### src/rtl/cla_pkg.sv
package cla_pkg;

  // Bits handled by one lookahead unit (fan-in limit of a single level).
  parameter int unsigned GROUP_BITS = 4;

  // Generate/propagate pair handed from one lookahead level to the next.
  typedef struct packed {
    logic gen;
    logic prop;
  } gpPair_t;

endpackage

### src/rtl/cla_bit_cells.sv
// Per-bit generate and propagate terms.
module cla_bit_cells #(
  parameter int unsigned WIDTH = 16
) (
  input  logic [WIDTH-1:0] opA,
  input  logic [WIDTH-1:0] opB,
  output logic [WIDTH-1:0] bitGen,
  output logic [WIDTH-1:0] bitProp
);

  for (genvar i = 0; i < WIDTH; i++) begin : g_cell
    assign bitGen[i]  = opA[i] & opB[i];
    assign bitProp[i] = opA[i] ^ opB[i];
  end

endmodule

### src/rtl/cla_lookahead_unit.sv
// One lookahead level: every carry comes straight from gen/prop and carry-in,
// plus a condensed generate/propagate pair for the next level up.
module cla_lookahead_unit #(
  parameter int unsigned LANES = 4
) (
  input  logic [LANES-1:0] gen,
  input  logic [LANES-1:0] prop,
  input  logic             cin,
  output logic [LANES-1:0] laneCarry,
  output logic             grpGen,
  output logic             grpProp
);

  logic [LANES:0] carryAll;
  logic           chainTerm;
  logic           orTerm;
  logic           genChain;
  logic           genOr;

  // Expanded carries: carry into lane k+1 is an OR of product terms.
  always_comb begin
    carryAll    = '0;
    carryAll[0] = cin;
    chainTerm   = 1'b0;
    orTerm      = 1'b0;
    for (int k = 0; k < LANES; k++) begin
      orTerm = 1'b0;
      for (int j = 0; j <= k; j++) begin
        chainTerm = gen[j];
        for (int m = j + 1; m <= k; m++) begin
          chainTerm = chainTerm & prop[m];
        end
        orTerm = orTerm | chainTerm;
      end
      chainTerm = cin;
      for (int m = 0; m <= k; m++) begin
        chainTerm = chainTerm & prop[m];
      end
      carryAll[k+1] = orTerm | chainTerm;
    end
  end

  // Group generate: the product terms of the top carry without the carry-in.
  always_comb begin
    genOr    = 1'b0;
    genChain = 1'b0;
    for (int j = 0; j < LANES; j++) begin
      genChain = gen[j];
      for (int m = j + 1; m < LANES; m++) begin
        genChain = genChain & prop[m];
      end
      genOr = genOr | genChain;
    end
  end

  assign laneCarry = carryAll[LANES-1:0];
  assign grpGen    = genOr;
  assign grpProp   = &prop;

  // Expanded carries must agree with the one-step recurrence.
  always_comb begin
    for (int k = 0; k < LANES; k++) begin
      a_r7_carry_step: assert (carryAll[k+1] == (gen[k] | (prop[k] & carryAll[k])))
        else $error("a_r7_carry_step lane %0d", k);
    end
  end

  // Condensed pair must reproduce the group's top carry.
  always_comb begin
    a_r5_group_pair: assert ((grpGen | (grpProp & cin)) == carryAll[LANES])
      else $error("a_r5_group_pair mismatch");
  end

endmodule

### src/rtl/cla_sum_cells.sv
// Sum bits from propagate and the carry into each position.
module cla_sum_cells #(
  parameter int unsigned WIDTH = 16
) (
  input  logic [WIDTH-1:0] bitProp,
  input  logic [WIDTH-1:0] bitCarry,
  output logic [WIDTH-1:0] sumBits
);

  for (genvar i = 0; i < WIDTH; i++) begin : g_sum
    assign sumBits[i] = bitProp[i] ^ bitCarry[i];
  end

endmodule

### src/rtl/cla_adder16.sv
// Thin top: bit cells, first-level group units, second-level unit, sum cells.
module cla_adder16 #(
  parameter int unsigned WIDTH = 16
) (
  input  logic [WIDTH-1:0] opA,
  input  logic [WIDTH-1:0] opB,
  input  logic             carryIn,
  output logic [WIDTH-1:0] sumOut,
  output logic             carryOut,
  output logic             wordGen,
  output logic             wordProp
);

  import cla_pkg::*;

  localparam int unsigned NUM_GROUPS = WIDTH / GROUP_BITS;

  logic [WIDTH-1:0]      bitGen;
  logic [WIDTH-1:0]      bitProp;
  logic [WIDTH-1:0]      bitCarry;
  logic [NUM_GROUPS-1:0] groupCin;
  logic [NUM_GROUPS-1:0] groupGenV;
  logic [NUM_GROUPS-1:0] groupPropV;
  gpPair_t [NUM_GROUPS-1:0] groupGp;

  cla_bit_cells #(.WIDTH(WIDTH)) u_bits (
    .opA     (opA),
    .opB     (opB),
    .bitGen  (bitGen),
    .bitProp (bitProp)
  );

  for (genvar g = 0; g < NUM_GROUPS; g++) begin : g_group
    cla_lookahead_unit #(.LANES(GROUP_BITS)) u_grp (
      .gen       (bitGen[g*GROUP_BITS +: GROUP_BITS]),
      .prop      (bitProp[g*GROUP_BITS +: GROUP_BITS]),
      .cin       (groupCin[g]),
      .laneCarry (bitCarry[g*GROUP_BITS +: GROUP_BITS]),
      .grpGen    (groupGp[g].gen),
      .grpProp   (groupGp[g].prop)
    );
    assign groupGenV[g]  = groupGp[g].gen;
    assign groupPropV[g] = groupGp[g].prop;
  end

  // Second level: same unit, fed with the group pairs.
  cla_lookahead_unit #(.LANES(NUM_GROUPS)) u_top (
    .gen       (groupGenV),
    .prop      (groupPropV),
    .cin       (carryIn),
    .laneCarry (groupCin),
    .grpGen    (wordGen),
    .grpProp   (wordProp)
  );

  cla_sum_cells #(.WIDTH(WIDTH)) u_sum (
    .bitProp  (bitProp),
    .bitCarry (bitCarry),
    .sumBits  (sumOut)
  );

  assign carryOut = wordGen | (wordProp & carryIn);

  // Whole-word result against plain addition.
  always_comb begin
    a_r1_r2_sum: assert ({carryOut, sumOut} ==
                         ({1'b0, opA} + {1'b0, opB} + {{WIDTH{1'b0}}, carryIn}))
      else $error("a_r1_r2_sum mismatch");
  end

  // Word generate must not depend on the carry-in.
  always_comb begin
    a_r3_word_gen: assert (wordGen == (({1'b0, opA} + {1'b0, opB}) >> WIDTH))
      else $error("a_r3_word_gen mismatch");
  end

  // All positions propagating forces the sum to mirror the carry-in.
  always_comb begin
    a_r4_word_prop: assert (!wordProp || (sumOut == {WIDTH{~carryIn}}))
      else $error("a_r4_word_prop mismatch");
  end

endmodule

### config.mk
export PLATFORM = sky130hd
export DESIGN_NAME = cla_adder16
export DESIGN_NICKNAME = d
export VERILOG_FILES = /design/src/rtl/cla_pkg.sv /design/src/rtl/cla_bit_cells.sv /design/src/rtl/cla_lookahead_unit.sv /design/src/rtl/cla_sum_cells.sv /design/src/rtl/cla_adder16.sv
export SDC_FILE = /design/constraint.sdc
export NUM_CORES = 1
export LEC_CHECK = 0
export BUFFER_PORTS_ARGS = -buffer_cell sky130_fd_sc_hd__buf_2
export CAP_MARGIN = 20
export CORE_MARGIN = 2
export CORE_UTILIZATION = 43
export DETAILED_ROUTE_END_ITERATION = 6
export PLACE_DENSITY = 0.89
export SLEW_MARGIN = 20
export SYNTH_ARGS = -nofsm -noshare
export SYNTH_HDL_FRONTEND = slang
export SYNTH_SLANG_ARGS = --single-unit
### constraint.sdc
create_clock -name vclk -period 2.36
set_input_delay 0.118 -clock vclk [all_inputs]
set_output_delay 0.118 -clock vclk [all_outputs]
set_load 0.01 [all_outputs]
==> impl_metrics.json, run 1 <==
{
  "status": "finished, final reports clean",
  "fin_cells": 157,
  "yosys.area.top_type": "ha_1",
  "vias": 845,
  "fin_crit_sh_pct": 92.66,
  "cp-startpoint": "opA[1]",
  "port_buffers": 52,
  "hold_path.class": "input port to output pin",
  "timing_max_transition_violations_final": 0,
  "avgSynthCellArea_sq_um": 8.198,
  "arrival_ns": 2.07,
  "switching_share_pct": 51.43,
  "cp.required_ns": 2.24,
  "cp_max_fo": 4,
  "drive_gt1_share_pct": 46.81,
  "grt_pass1_vias": 764,
  "die_x_um": 44.73,
  "die_area_sq_mm": 0.002000,
  "route.detailed.drc": 0,
  "num_io_pins": 52,
  "core-area_sq_mm": 0.001524,
  "holdPathEnd": "sumOut[8]",
  "p_comb_share_pct": 100.0,
  "dp.cells": 155,
  "hold_violations": 0,
  "grt_max_degree": 6,
  "drt_iter0_drc": 0,
  "syn_inst": 87,
  "ir_drop_mv": 0.1493,
  "place.gp.congestion": 0.7210,
  "ys_seq_area_share_pct": 0,
  "critPathKind": "input port to output pin",
  "yosys_warnings": 0,
  "setup_viol": 0,
  "grt_remaining_overflow": 0,
  "worst_slew_pin_slew_ns": 0.2384,
  "p_per_area_mw_per_mm2": 298.0,
  "rsz0062_at_grt": "false",
  "fin_crit_ns": 2.187,
  "ff_latch_area_sq_um": 0,
  "dr.pass1.iters": 1,
  "start_util_pct": 46.80,
  "dp_hpwl_um": 1579,
  "cts.hold.buffers_added": 0,
  "synth_fp_nets": 144,
  "vias_per_cell": 5.382,
  "track_usage_pct": 17.52,
  "synth_top_area_share_pct": 35.09,
  "num-nets-final": 200,
  "relSlewSlack_pct": 84.11,
  "grt_pass1_wl_um": 2801,
  "synthDistinctLibCells": 21,
  "antennaDiodeCount": 0,
  "min-delay-start": "opB[8]",
  "netlist_top_cells_area": "ha_1 (35%), fa_1 (11%), o21a_1 (8.4%)",
  "internal_power_uw": 155.9,
  "p_leak_uw": 0.0005586,
  "hold_depth": 3,
  "wl_per_cell_um": 11.90,
  "rows": 14,
  "pwr-share-seq_pct": 0,
  "die_h_um": 44.73,
  "finalPower_uw": 321.1,
  "fmax_mhz": 457.3,
  "antenna_found_initial": 0,
  "p_clk_share_pct": 0,
  "drv_cap": 0,
  "synthToLayoutAreaGrowth_pct": 51.05,
  "fillers": 124,
  "endpoint_kind": "output pin",
  "ant_nets": 0,
  "switchingPower_uw": 165.1,
  "crit_path_start_kind": "input port",
  "synthesis.area_sq_um": 713.2,
  "clock_buffers": 0,
  "seq_cells": 0,
  "drt-total-wl_um": 1868
}
## placed cells by master, fill, tap and decap left out
cell / synthesis / routed
buf_2: 0 / 52
ha_1: 20 / 16
nor2_1: 10 / 10
o21a_1: 8 / 8
inv_1: 5 / 5
nand2_1: 5 / 5
a21oi_1: 7 / 5
xnor2_1: 5 / 5
o21ai_1: 4 / 4
nor3_1: 4 / 4
fa_1: 4 / 4
ha_4: 0 / 4
xor2_1: 3 / 3
nand4_1: 2 / 2
a21oi_2: 1 / 2
a21o_1: 2 / 2
buf_4: 0 / 2
and4_4: 1 / 1
nand2_2: 1 / 1
nor4_1: 1 / 1
a21oi_4: 0 / 1
o221ai_2: 1 / 1
o21bai_2: 0 / 1
o21ai_0: 1 / 1
a221oi_2: 1 / 1
## cell usage after synthesis
master and count:
nor3_1 4, nand2_2 1, o21ai_1 4, o21ai_0 1, xor2_1 3, fa_1 4, inv_1 5, a21o_1 2
o21bai_1 1, o21a_1 8, nand4_1 2, a221oi_2 1, and4_4 1, o221ai_2 1, a21oi_2 1, ha_1 20
nor2_1 10, a21oi_1 7, nor4_1 1, xnor2_1 5, nand2_1 5
## metal layers
| layer | track usage, % | vias to the layer above | share of wire, % | wire [um] |
|---|---|---|---|---|
| li1 | - | 427 | - | - |
| met1 | 18.09 | 384 | 35 | 663 |
| met2 | 38.26 | 32 | 56 | 1050 |
| met3 | 2.000 | 2 | 7.5 | 140 |
| met4 | 0 | 0 | 0.70 | 13 |
| met5 | 0 | - | 0 | 0 |
## critical path, cell delays in order
cell	delay, ns
buf_2	0.12
ha_4	0.26
nand4_1	0.14
o221ai_2	0.16
a21oi_2	0.23
o21bai_2	0.11
ha_1	0.19
o21a_1	0.18
o21a_1	0.18
nor2_1	0.11
xnor2_1	0.12
buf_2	0.15
## cell type report
cell class                      count  area [sq um]  area share [%]
Inverter                            5         18.77           1.742
Timing Repair Buffer               54         275.3           25.55
Multi-Input combinational cell     82         763.2           70.85
Tap cell                           16         20.02           1.858
## worst max path at each step
stage,end,depth (start not counted)
3_5_place_dp,sumOut[15],12
3_3_place_gp,sumOut[15],12
6_report,sumOut[15],12
4_1_cts,sumOut[15],12
5_1_grt,sumOut[15],12
2_1_floorplan,sumOut[15],10
## power by group through the flow
stage          clock network [uW]  logic [uW]  registers (uW)
2_1_floorplan                   0         189               0
3_3_place_gp                    0         285               0
3_5_place_dp                    0         295               0
4_1_cts                         0         297               0
5_1_grt                         0         358               0
6_report                        0         321               0
## cells by family (layout without fill, tap and decap cells)
group,after synthesis,count (layout),synth area share [%]
xor+xnor,8,8,9.825
fa+ha+maj,24,24,46.32
simple gates,24,24,15.79
buf+inv,5,59,2.632
compound gates,26,26,25.44
## timing repair
action                     CTS  global route
pin swaps                    0             5
hold endpoints to repair     0             0
setup endpoints to repair    1             3
resized for setup            1             8
gates cloned                 0             0
setup buffers                0             2
## stage by stage
step | setup TNS (ns) | utilization [%] | cell area, sq um | hold WS (ns) | setup slack, ns
after global placement | 0 | 65.19 | 993.5 | 0.6050 | 0.06819
after CTS | 0 | 65.44 | 997.2 | 0.6077 | 0.0001541
after global routing | 0 | 70.69 | 1077 | 0.6351 | 0.02253
after floorplan | 0 | - | 713.2 | 0.4245 | 0.3380
final | 0 | 70.69 | 1077 | 0.6045 | 0.1732
after detailed placement | -0.04330 | 65.19 | 993.5 | 0.6072 | -0.04330
Note: power is estimated with default switching activity, not from simulation.
==> inputs of run 2 (changes only) <==
--- a/config.mk
+++ b/config.mk
@@ -10,8 +10,9 @@
 export CORE_MARGIN = 2
 export CORE_UTILIZATION = 43
 export DETAILED_ROUTE_END_ITERATION = 6
-export PLACE_DENSITY = 0.89
+export PLACE_DENSITY = 0.9
 export SLEW_MARGIN = 20
 export SYNTH_ARGS = -nofsm -noshare
 export SYNTH_HDL_FRONTEND = slang
+export SYNTH_HIERARCHICAL = 1
 export SYNTH_SLANG_ARGS = --single-unit
==> impl_metrics.json, run 2 <==
{
  "cp.depth": 12,
  "track_usage_pct": 16.46,
  "grt_pass1_wl_um": 2615,
  "dp_hpwl_um": 1552,
  "clock_buffers": 0,
  "antennaDiodeCount": 0,
  "critPathKind": "input port to output pin",
  "p_leak_uw": 0.0005508,
  "num_io_pins": 52,
  "ff_latch_area_sq_um": 0,
  "synth_top_area_share_pct": 29.20,
  "drt-total-wl_um": 1657,
  "timing_max_transition_violations_final": 0,
  "wl_per_cell_um": 10.29,
  "cp-startpoint": "opA[3]",
  "avgSynthCellArea_sq_um": 6.997,
  "worst_path_largest_cell_delay_ns": 0.34,
  "p_per_area_mw_per_mm2": 323.2,
  "finalSetupTns_ns": 0,
  "die_h_um": 43.93,
  "cts.hold.buffers_added": 0,
  "yosys-top-cells-count": "ha_1 (16), xor2_1 (16), a21oi_1 (15), nand2_1 (15), o21ai_0 (10)",
  "cp.required_ns": 2.24,
  "seq_cells": 0,
  "arrival_ns": 2.03,
  "internal_power_uw": 136.6,
  "yosys_warnings": 6,
  "port_buffers": 52,
  "grt_pass1_vias": 726,
  "vias_per_cell": 5.267,
  "route.detailed.drc": 0,
  "fin_crit_ns": 2.146,
  "crit_family": "compound AO/OA/AOI/OAI gates",
  "vias": 848,
  "dp.cells": 161,
  "p_comb_share_pct": 100.0,
  "die_area_sq_mm": 0.001930,
  "synthesis.area_sq_um": 685.7,
  "yosys.area.top_type": "ha_1",
  "relSlewSlack_pct": 75.44,
  "antenna_found_initial": 0,
  "hold_violations": 0,
  "synth_fp_nets": 147,
  "fmax_mhz": 465.9,
  "crit_path_start_kind": "input port",
  "ys_seq_area_share_pct": 0,
  "crit_path_top_delay_cell": "ha_1",
  "endpoint": "sumOut[10]",
  "critPathBufInv": 4,
  "cts_setup_buffers": 0,
  "switchingPower_uw": 163.4,
  "drive_gt1_share_pct": 42.76,
  "setup_viol": 0,
  "hold_path.class": "input port to output pin",
  "core-area_sq_mm": 0.001506,
  "grt_max_degree": 5,
  "die_x_um": 43.93,
  "netlist_top_cells_area": "ha_1 (29%), xor2_1 (20%), a21oi_1 (11%)",
  "place.gp.congestion": 0.7137,
  "rows": 14,
  "start_util_pct": 45.51,
  "synthToLayoutAreaGrowth_pct": 35.40,
  "p_clk_share_pct": 0,
  "fin_cells": 161,
  "pwr-share-seq_pct": 0,
  "layout_common_cells": "buf_2 (52), ha_1 (16), xor2_1 (16), nand2_1 (15), a21oi_1 (15)",
  "rsz0062_at_grt": "false",
  "crit_chain": "buf_2 > ha_1 > a21oi_1 > o21ai_0 > a21oi_2 > inv_2 > a21o_1 > a21oi_2 > inv_2 > a21o_1 > xor2_1 > buf_2",
  "drt_iter0_drc": 14,
  "status": "finished, final reports clean",
  "switching_share_pct": 54.46,
  "fin_crit_sh_pct": 90.94,
  "ir_drop_mv": 0.1860,
  "grt_remaining_overflow": 0,
  "ant_nets": 0,
  "dr.pass1.iters": 4,
  "endpoint_kind": "output pin",
  "synthDistinctLibCells": 10,
  "cts_resized": 0,
  "worst_slew_pin_slew_ns": 0.3646,
  "cp_max_fo": 4,
  "num-nets-final": 196,
  "drv_cap": 0,
  "layout_commonest_cell": "buf_2",
  "syn_inst": 98
}
run 2: power groups by stage:
stage                     registers, uW  clock network, uW  logic [uW]
after detailed placement              0                  0         302
final                                 0                  0         300
after global routing                  0                  0         333
after floorplan                       0                  0         202
after CTS                             0                  0         303
after global placement                0                  0         293
run 2: cells by family (layout without fill, tap and decap cells):
group | Yosys count | count (layout) | synth area share, %
adders and majority gates | 16 | 16 | 29.20
AOI/OAI and AO/OA | 36 | 36 | 31.20
and+or+nand+nor | 20 | 20 | 10.95
buffers and inverters | 10 | 57 | 8.213
xor gates and xnor gates | 16 | 16 | 20.44
run 2: stage by stage:
stage	hold slack, ns	util (%)	instance area (sq um)	power (uW)	setup WS [ns]
final	0.5765	61.63	928.4	300.0	0.2137
after global routing	0.5814	61.63	928.4	332.8	0.03125
after CTS	0.5783	61.63	928.4	303.1	0.1921
after detailed placement	0.5778	61.63	928.4	301.6	0.2034
after global placement	0.5691	61.63	928.4	292.7	0.2720
after floorplan	0.3648	-	685.7	201.8	0.5570
run 2: cell type report:
type / instances / area, sq um
Timing Repair Buffer: 52 / 260.3
Multi-Input combinational cell: 88 / 629.4
Tap cell: 16 / 20.02
Inverter: 5 / 18.77
Fill cell: 149 / 578.1
run 2: worst min path at each step:
stage	startpoint	end	slack, ns	cells past startpoint
6_report	carryIn	sumOut[0]	0.58	3
5_1_grt	carryIn	sumOut[0]	0.58	3
4_1_cts	carryIn	sumOut[0]	0.58	3
3_5_place_dp	carryIn	sumOut[0]	0.58	3
3_3_place_gp	carryIn	sumOut[0]	0.57	3
2_1_floorplan	carryIn	carryOut	0.36	1
run 2: metal layers:
layer | track usage, % | vias to the layer above | routed length [um] | part of all wire, %
met3 | 0.8333 | 0 | 124 | 7.5
met5 | 0 | - | 0 | 0
met2 | 34.41 | 34 | 917 | 55
met4 | 0 | 0 | 0 | 0
li1 | - | 433 | - | -
met1 | 18.77 | 381 | 614 | 37
==> inputs of run 3 (changes only) <==
--- a/config.mk
+++ b/config.mk
@@ -8,9 +8,9 @@
 export BUFFER_PORTS_ARGS = -buffer_cell sky130_fd_sc_hd__buf_2
 export CAP_MARGIN = 20
 export CORE_MARGIN = 2
-export CORE_UTILIZATION = 43
+export CORE_UTILIZATION = 25
 export DETAILED_ROUTE_END_ITERATION = 6
-export PLACE_DENSITY = 0.9
+export PLACE_DENSITY = 0.59
 export SLEW_MARGIN = 20
 export SYNTH_ARGS = -nofsm -noshare
 export SYNTH_HDL_FRONTEND = slang
==> impl_metrics.json, run 3 (synthesis results as in run 2) <==
{
  "hold_depth": 3,
  "die_x_um": 56.37,
  "timing_max_transition_violations_final": 0,
  "hold_violations": 0,
  "place.gp.congestion": 0.7762,
  "core-area_sq_mm": 0.002545,
  "clock_buffers": 0,
  "cts_resized": 0,
  "crit_path_start_kind": "input port",
  "p_leak_uw": 0.0005508,
  "vias_per_cell": 4.766,
  "antennaDiodeCount": 0,
  "finalSetupTns_ns": 0,
  "ir_drop_mv": 0.1308,
  "hold_path.class": "input port to output pin",
  "vias": 834,
  "grt_pass1_vias": 727,
  "seq_cells": 0,
  "fillers": 298,
  "grt_pass1_wl_um": 2766,
  "dp_hpwl_um": 1611,
  "holdPathEnd": "sumOut[0]",
  "cp.required_ns": 2.24,
  "rows": 18,
  "die_h_um": 56.37,
  "drt-total-wl_um": 1736,
  "start_util_pct": 26.94,
  "num-nets-final": 196,
  "worst_slew_pin_slew_ns": 0.3802,
  "dp.cells": 175,
  "hold-worst-slack_ns": 0.5695,
  "ff_latch_area_sq_um": 0,
  "final_util_pct": 37.17,
  "multi_input_area_sq_um": 629.4,
  "rsz0062_at_grt": "false",
  "drive_gt1_share_pct": 42.76,
  "layout_common_cells": "buf_2 (52), ha_1 (16), xor2_1 (16), nand2_1 (15), a21oi_1 (15)",
  "route.met3.wl_um": 157,
  "p_per_area_mw_per_mm2": 316.7,
  "grt_remaining_overflow": 0,
  "route.detailed.drc": 0,
  "cts.hold.buffers_added": 0,
  "grt_max_degree": 5,
  "finalPower_uw": 299.6,
  "dr.pass1.iters": 4,
  "fin_crit_ns": 2.109,
  "num_io_pins": 52,
  "critPathKind": "input port to output pin",
  "wl_per_cell_um": 9.920,
  "topRoutingLayerUsed": "met3",
  "antenna_found_initial": 0,
  "drv_cap": 0,
  "ant_nets": 0,
  "die_area_sq_mm": 0.003178,
  "fin_cells": 175,
  "fin_crit_sh_pct": 89.37,
  "port_buffers": 52,
  "dr_wl_met2_um": 879,
  "synthToLayoutAreaGrowth_pct": 37.96,
  "status": "finished, final reports clean",
  "min-delay-start": "carryIn",
  "fmax_mhz": 474.2,
  "cts_setup_buffers": 0,
  "relSlewSlack_pct": 74.38,
  "drt_iter0_drc": 17,
  "track_usage_pct": 9.919,
  "endpoint_kind": "output pin",
  "layout_commonest_cell": "buf_2",
  "arrival_ns": 1.99,
  "setup_viol": 0,
  "cp_max_fo": 4,
  "m1WireLength_um": 699
}
run 3: cell counts in the layout (fill, tap and decap cells not counted):
No cell type changed its count.
run 3: report_power, final:
part	internal [uW]	switching, uW
registers	0	0
logic	137	163
clock network	0	0
total	137	163
run 3: worst max-delay path, stage by stage:
cell and delay [ns]:
buf_2 0.10, ha_1 0.34, a21oi_1 0.17, o21ai_0 0.14, a21oi_2 0.16, inv_2 0.07, a21o_1 0.21, a21oi_2 0.16
inv_2 0.05, a21o_1 0.18, xor2_1 0.15, buf_2 0.14
run 3: routing by layer:
layer | up-vias | global-route usage (%)
met3 | 0 | 1.613
met5 | - | 0
met1 | 365 | 11.81
met2 | 34 | 19.50
li1 | 435 | -
met4 | 0 | 0
run 3: worst max-delay path by stage:
stage                      start    endpoint  slack, ns  cells past startpoint
after floorplan           opA[1]  sumOut[10]       0.56                     10
after global placement    opA[3]  sumOut[10]       0.25                     12
after detailed placement  opA[3]  sumOut[10]       0.23                     12
after CTS                 opA[3]  sumOut[10]       0.23                     12
after global routing      opA[3]  sumOut[10]       0.12                     12
final                     opA[3]  sumOut[10]       0.25                     12
run 3: layout make-up:
class | count | area share [%]
timing repair buffer | 52 | 27.51
multi-input combinational | 88 | 66.53
tap | 30 | 3.968
inverter | 5 | 1.984
run 3: metrics by stage:
stage	area [sq um]	worst slack (ns)
after floorplan	685.7	0.5570
after global placement	945.9	0.2477
after detailed placement	945.9	0.2301
after CTS	945.9	0.2272
after global routing	945.9	0.1213
final	945.9	0.2510
